[config.mk]
export PLATFORM = sky130hd
export DESIGN_NAME = rx_line_decoder
export DESIGN_NICKNAME = d
export VERILOG_FILES = /design/src/rtl/rx_line_decoder.sv
export SDC_FILE = /design/constraint.sdc
export NUM_CORES = 1
export LEC_CHECK = 0
export ABC_CLOCK_PERIOD_IN_PS = 1500
export CAP_MARGIN = 25
export CORE_MARGIN = 8
export CORE_UTILIZATION = 35
export CTS_BUF_LIST = sky130_fd_sc_hd__clkbuf_2
export CTS_CLUSTER_SIZE = 20
export DETAILED_ROUTE_END_ITERATION = 8
export DONT_BUFFER_PORTS = 1
export SLEW_MARGIN = 30
export SYNTH_ARGS = -nofsm -noshare
export SYNTH_HDL_FRONTEND = slang
export SYNTH_SLANG_ARGS = --single-unit
[constraint.sdc]
create_clock -name clk -period 1.5 [get_ports clk]
set_input_delay 0.075 -clock clk [delete_from_list [all_inputs] [get_ports clk]]
set_output_delay 0.075 -clock clk [all_outputs]
set_load 0.01 [all_outputs]
[src/rtl/rx_line_decoder.sv]
module rx_line_decoder (
  input  logic       clk,
  input  logic       rst_n,
  input  logic       rail_p_in,
  input  logic       rail_n_in,
  input  logic       slice_p_in,
  input  logic       slice_n_in,
  input  logic [1:0] mode,
  input  logic       e1_sel,
  input  logic       inv_en,
  input  logic       edge_fall,
  input  logic       pwr_down,
  output logic       data_out,
  output logic       rail_p_out,
  output logic       rail_n_out
);
  localparam logic [1:0] M_SUB = 2'b00, M_DUAL = 2'b10, M_SLICE = 2'b11;

  logic [7:0] mk, mk_nxt;
  logic [3:0] vi;
  logic       last_p, seen;
  logic       q_d, q_p, q_n, f_d, f_p, f_n;
  logic       mark, viol, sub_en, hdb_hit, b8_hit;
  logic       sel_d, sel_p, sel_n;

  assign mark    = rail_p_in | rail_n_in;
  assign viol    = mark & seen & (rail_p_in == last_p);
  assign sub_en  = (mode == M_SUB);
  assign hdb_hit = sub_en & e1_sel & viol & (mk[1:0] == 2'b00);
  assign b8_hit  = sub_en & ~e1_sel & mark & ~viol
                 & mk[0] & vi[0] & ~mk[1] & mk[2] & ~vi[2] & mk[3] & vi[3]
                 & (mk[6:4] == 3'b000);

  always_comb begin
    mk_nxt = {mk[6:0], mark};
    if (hdb_hit) mk_nxt[3:0] = 4'b0000;
    if (b8_hit)  mk_nxt = 8'h00;
  end

  always_ff @(posedge clk or negedge rst_n) begin
    if (!rst_n) begin
      mk <= '0; vi <= '0; last_p <= 1'b0; seen <= 1'b0;
      q_d <= 1'b0; q_p <= 1'b0; q_n <= 1'b0;
    end else if (pwr_down) begin
      mk <= '0; vi <= '0; last_p <= 1'b0; seen <= 1'b0;
      q_d <= 1'b0; q_p <= 1'b0; q_n <= 1'b0;
    end else begin
      mk <= mk_nxt;
      vi <= {vi[2:0], viol};
      if (mark) begin
        last_p <= rail_p_in;
        seen   <= 1'b1;
      end
      q_d <= ~mode[1] & mk[7];
      q_p <= (mode == M_DUAL) & rail_p_in;
      q_n <= (mode == M_DUAL) & rail_n_in;
    end
  end

  always_ff @(negedge clk or negedge rst_n) begin
    if (!rst_n) begin
      f_d <= 1'b0; f_p <= 1'b0; f_n <= 1'b0;
    end else if (pwr_down) begin
      f_d <= 1'b0; f_p <= 1'b0; f_n <= 1'b0;
    end else begin
      f_d <= q_d; f_p <= q_p; f_n <= q_n;
    end
  end

  assign sel_d = edge_fall ? f_d : q_d;
  assign sel_p = (mode == M_SLICE) ? slice_p_in : (edge_fall ? f_p : q_p);
  assign sel_n = (mode == M_SLICE) ? slice_n_in : (edge_fall ? f_n : q_n);

  assign data_out   = pwr_down ? inv_en : (sel_d ^ inv_en);
  assign rail_p_out = pwr_down ? inv_en : (sel_p ^ inv_en);
  assign rail_n_out = pwr_down ? inv_en : (sel_n ^ inv_en);
endmodule

## After elaboration in Yosys (flattened, before gate mapping)

Cells that the tools add are included.
W data, S select, Z words.

- Bits in registers: 20
- Bits of input ports: 12
- Output and inout bits: 3
- Logic and storage cells: 67

- Equal/unequal tests: 3
- Multiplexer cells: 22
- Bitwise gates (word level): 28
- Reduce and logical (&&, ||, !) cells: 4

Operators with widths:

| kind | number |
|---|---|
| $and A1 B1 Y1 | 19 |
| $mux W1 | 18 |
| $mux W8 | 2 |
| $mux W4 | 2 |
| $not A1 Y1 | 5 |
| $eq A2 B2 Y1 const B | 2 |
| $logic_not A2 Y1 | 2 |
| $logic_not A3 Y1 | 1 |
| $xor A1 B1 Y1 | 3 |
| $reduce_bool A2 Y1 | 1 |
| $eq A1 B1 Y1 | 1 |
| $or A1 B1 Y1 | 1 |

## Logic depth before layout (Yosys ltp)

- Depth in word-level cells: 15
- Mapped depth: 4
- Gate-level depth less buffers: 4

==> results.md <==
- Top cell type's share of synthesized area: 0.518
- Area grow syn2layout: 18.9%
- DIE HEIGHT: 64.4 um
- CTS tree: yes
- Share of cells above drive strength 1: 0.158
- Synth Instances: 67
- Final hold viol count: 0
- Initial DRC count: 15
- WS Path Type: flop to output port
- Core footprint: 0.00221 mm2
- Worst-Skew Late Latency: 0.32 ns
- Fin util: 0.441
- Detail-routed net length per standard cell: 15.5 um
- First-pass GRT wire length: 2.69 mm
- Syn Nets: 79
- Netlist cell types: 21
- Row cnt: 17
- Initial Utilization: 0.371
- Max Root-Sink Buffers: 2
- Total power: 0.855 mW
- # diodes: 0
- Initial antenna violation count: 0
- Root Buffer: clkbuf_2
- Violated checks: setup timing
- Clock sink count: 20
- Pwr dens: 876 mW/mm2
- Fillcell total: 214
- CP Max Fanout: 1
- Die X: 64.4 um
- WL final: 1.61 mm
- Post-route setup slack: -0.601 ns
- Seq/Total Area, Yosys: 0.610
- CP Capture Type: output port
- Count of pins over their slew limit: 0
- Io pins: 15
- Drt pass-1 iters: 4
- Static leakage: 0.451 nW
- Reg clk slew, reported paths: 0.12 ns
- Commonest cells post-synth: dfrtp_1 (17), nor2b_1 (10), nor2_1 (6)
- Synthesized flop and latch total: 20
- Setup-failing EPs final: 7
- Port buffer count: 0
- Die area: 0.00415 mm2
- Max_slew headroom: 0.499
- Unrepaired setup endpoints after global routing: yes
- Max Cap Violations: 0
- Post-synth ARST share: 1.00
- Post-synth top flop: dfrtp_1
- Synth warn: 0
- Multi-input logic area: 342 um2
- Avg Cell Area, Syn: 12.3 um2
- Crit start category: flop
- Seq. cell area: 500 um2
- Hold Crit Class: primary input to async pin
- Final antenna-violating net count: 0
- Drt drc: 0
- Via density: 5.16
- Vias in the first global route: 592
- Most common cell in the netlist: dfrtp_1
- Req. time, crit path: 1.42 ns
- Clock Skew: 0.0313 ns
- Tot GR Track Use: 0.0837
- H-tree level count: 1
- Num CTS Buffers: 3
- Worst Max-Slew Pin Slew: 0.749 ns
- Synth Cell Area: 821 um2
- Synth top area cells: dfrtp_1 (52%), dfrtn_1 (9.1%), nor2b_1 (7.6%)
- Remaining global-route overflow: 0
- Status: finished with violations
- Routed vias: 537
- Worst VDD drop: 718 uV
- Largest net degree at the start of global routing: 18
- Critical Path AT: 2.03 ns
- Yosys top cell by area: dfrtp_1
- Final nets: 89
- Gp weighted congestion: 0.796
- Number of flops mapped to enable cells by yosys: 0
-- layer usage --
| layer | vias up | track usage | share of wire |
|---|---|---|---|
| met1 | 260 | 0.0903 | 0.41 |
| met5 | - | 0 | 0 |
| met4 | 0 | 0.0572 | 0.025 |
| met2 | 18 | 0.122 | 0.46 |
| li1 | 254 | - | - |
| met3 | 5 | 0.0481 | 0.098 |
-- metrics by stage --
step           std cells  setup TNS (ns)  worst slack [ns]  instance area [um2]  hold WS [ns]
2_1_floorplan         67          -0.691            -0.235                  821        -0.221
3_3_place_gp          93           -1.04            -0.298                  848        -0.220
3_5_place_dp          93           -1.18            -0.326                  848        -0.220
4_1_cts              104           -2.35            -0.631                  947        0.0463
5_1_grt              104           -2.85            -0.668                  976        0.0494
6_report             104           -2.40            -0.601                  976        0.0892
-- layout by cell type, fill, tap and decap left out, types with 2 or more instances in the layout --
master,n
a211oi_2,2
nor3b_1,2
nor4b_2,2
clkbuf_2,3
dfrtp_1,17
a21oi_1,3
nor3_1,2
nor2b_1,10
nor3b_2,2
nor2_1,6
dlygate4sd3_1,6
xor2_1,3
mux2i_1,3
dfrtn_1,3
inv_1,2
-- registers in the layout (all words and copies together) (netlist names) --
| register | cells |
|---|---|
| f_p | 1 |
| last_p | 1 |
| f_d | 1 |
| q_p | 1 |
| mk | 8 |
| q_d | 1 |
| f_n | 1 |
| seen | 1 |
| q_n | 1 |
| vi | 4 |
-- where the power goes --
group / switching, mW / total (mW) / internal (mW)
Clock: 0.160 / 0.218 / 0.0579
Combinational: 0.0428 / 0.0773 / 0.0345
Sequential: 0.00635 / 0.559 / 0.553
-- worst paths after layout --
check | startpoint | endpoint | slack (ns) | cells after the start
min | rst_n | f_n | 0.09 | 0
min in group clk | rail_p_in | vi[0] | 0.09 | 3
max reg2reg | mk[5] | mk[3] | -0.19 | 4
max | f_n | rail_n_out | -0.60 | 3
min reg2reg | vi[1] | vi[2] | 0.49 | 1
max in group asynchronous | rst_n | mk[0] | 0.80 | 1
-- cells by family (layout without fill, tap and decap cells) --
group	after synthesis	count (layout)	share of synthesized area
AND/OR/NAND/NOR	31	31	0.252
buffers and inverters	4	13	0.0183
AO/OA/AOI/OAI	6	6	0.0518
XOR/XNOR	3	3	0.0320
flip-flops	20	20	0.610
multiplexers	3	3	0.0366
-- cell type report --
cell class	instances	share of cell area
well taps	28	0.0359
clock inverters	1	0.00385
multi-input cells	43	0.350
inverters	2	0.00769
clock buffers	3	0.0154
flip-flops and latches	20	0.513
repair buffers	7	0.0744
-- critical path, cell delays in order, from the launching register on --
cell and delay [ns]:
dfrtn_1 0.42, mux2i_1 0.08, a211oi_2 0.22, xor2_1 0.27
-- what timing repair did --
| action | CTS | global route |
|---|---|---|
| resized for setup | 2 | 6 |
| pin swaps | 2 | 5 |
| setup endpoints to repair | 7 | 8 |
| hold buffers | 7 | 0 |
| buffers inserted | 0 | 0 |
| gates cloned | 0 | 0 |
| hold endpoints to repair | 34 | 0 |
No activity file was read; power rests on OpenSTA's default activity.
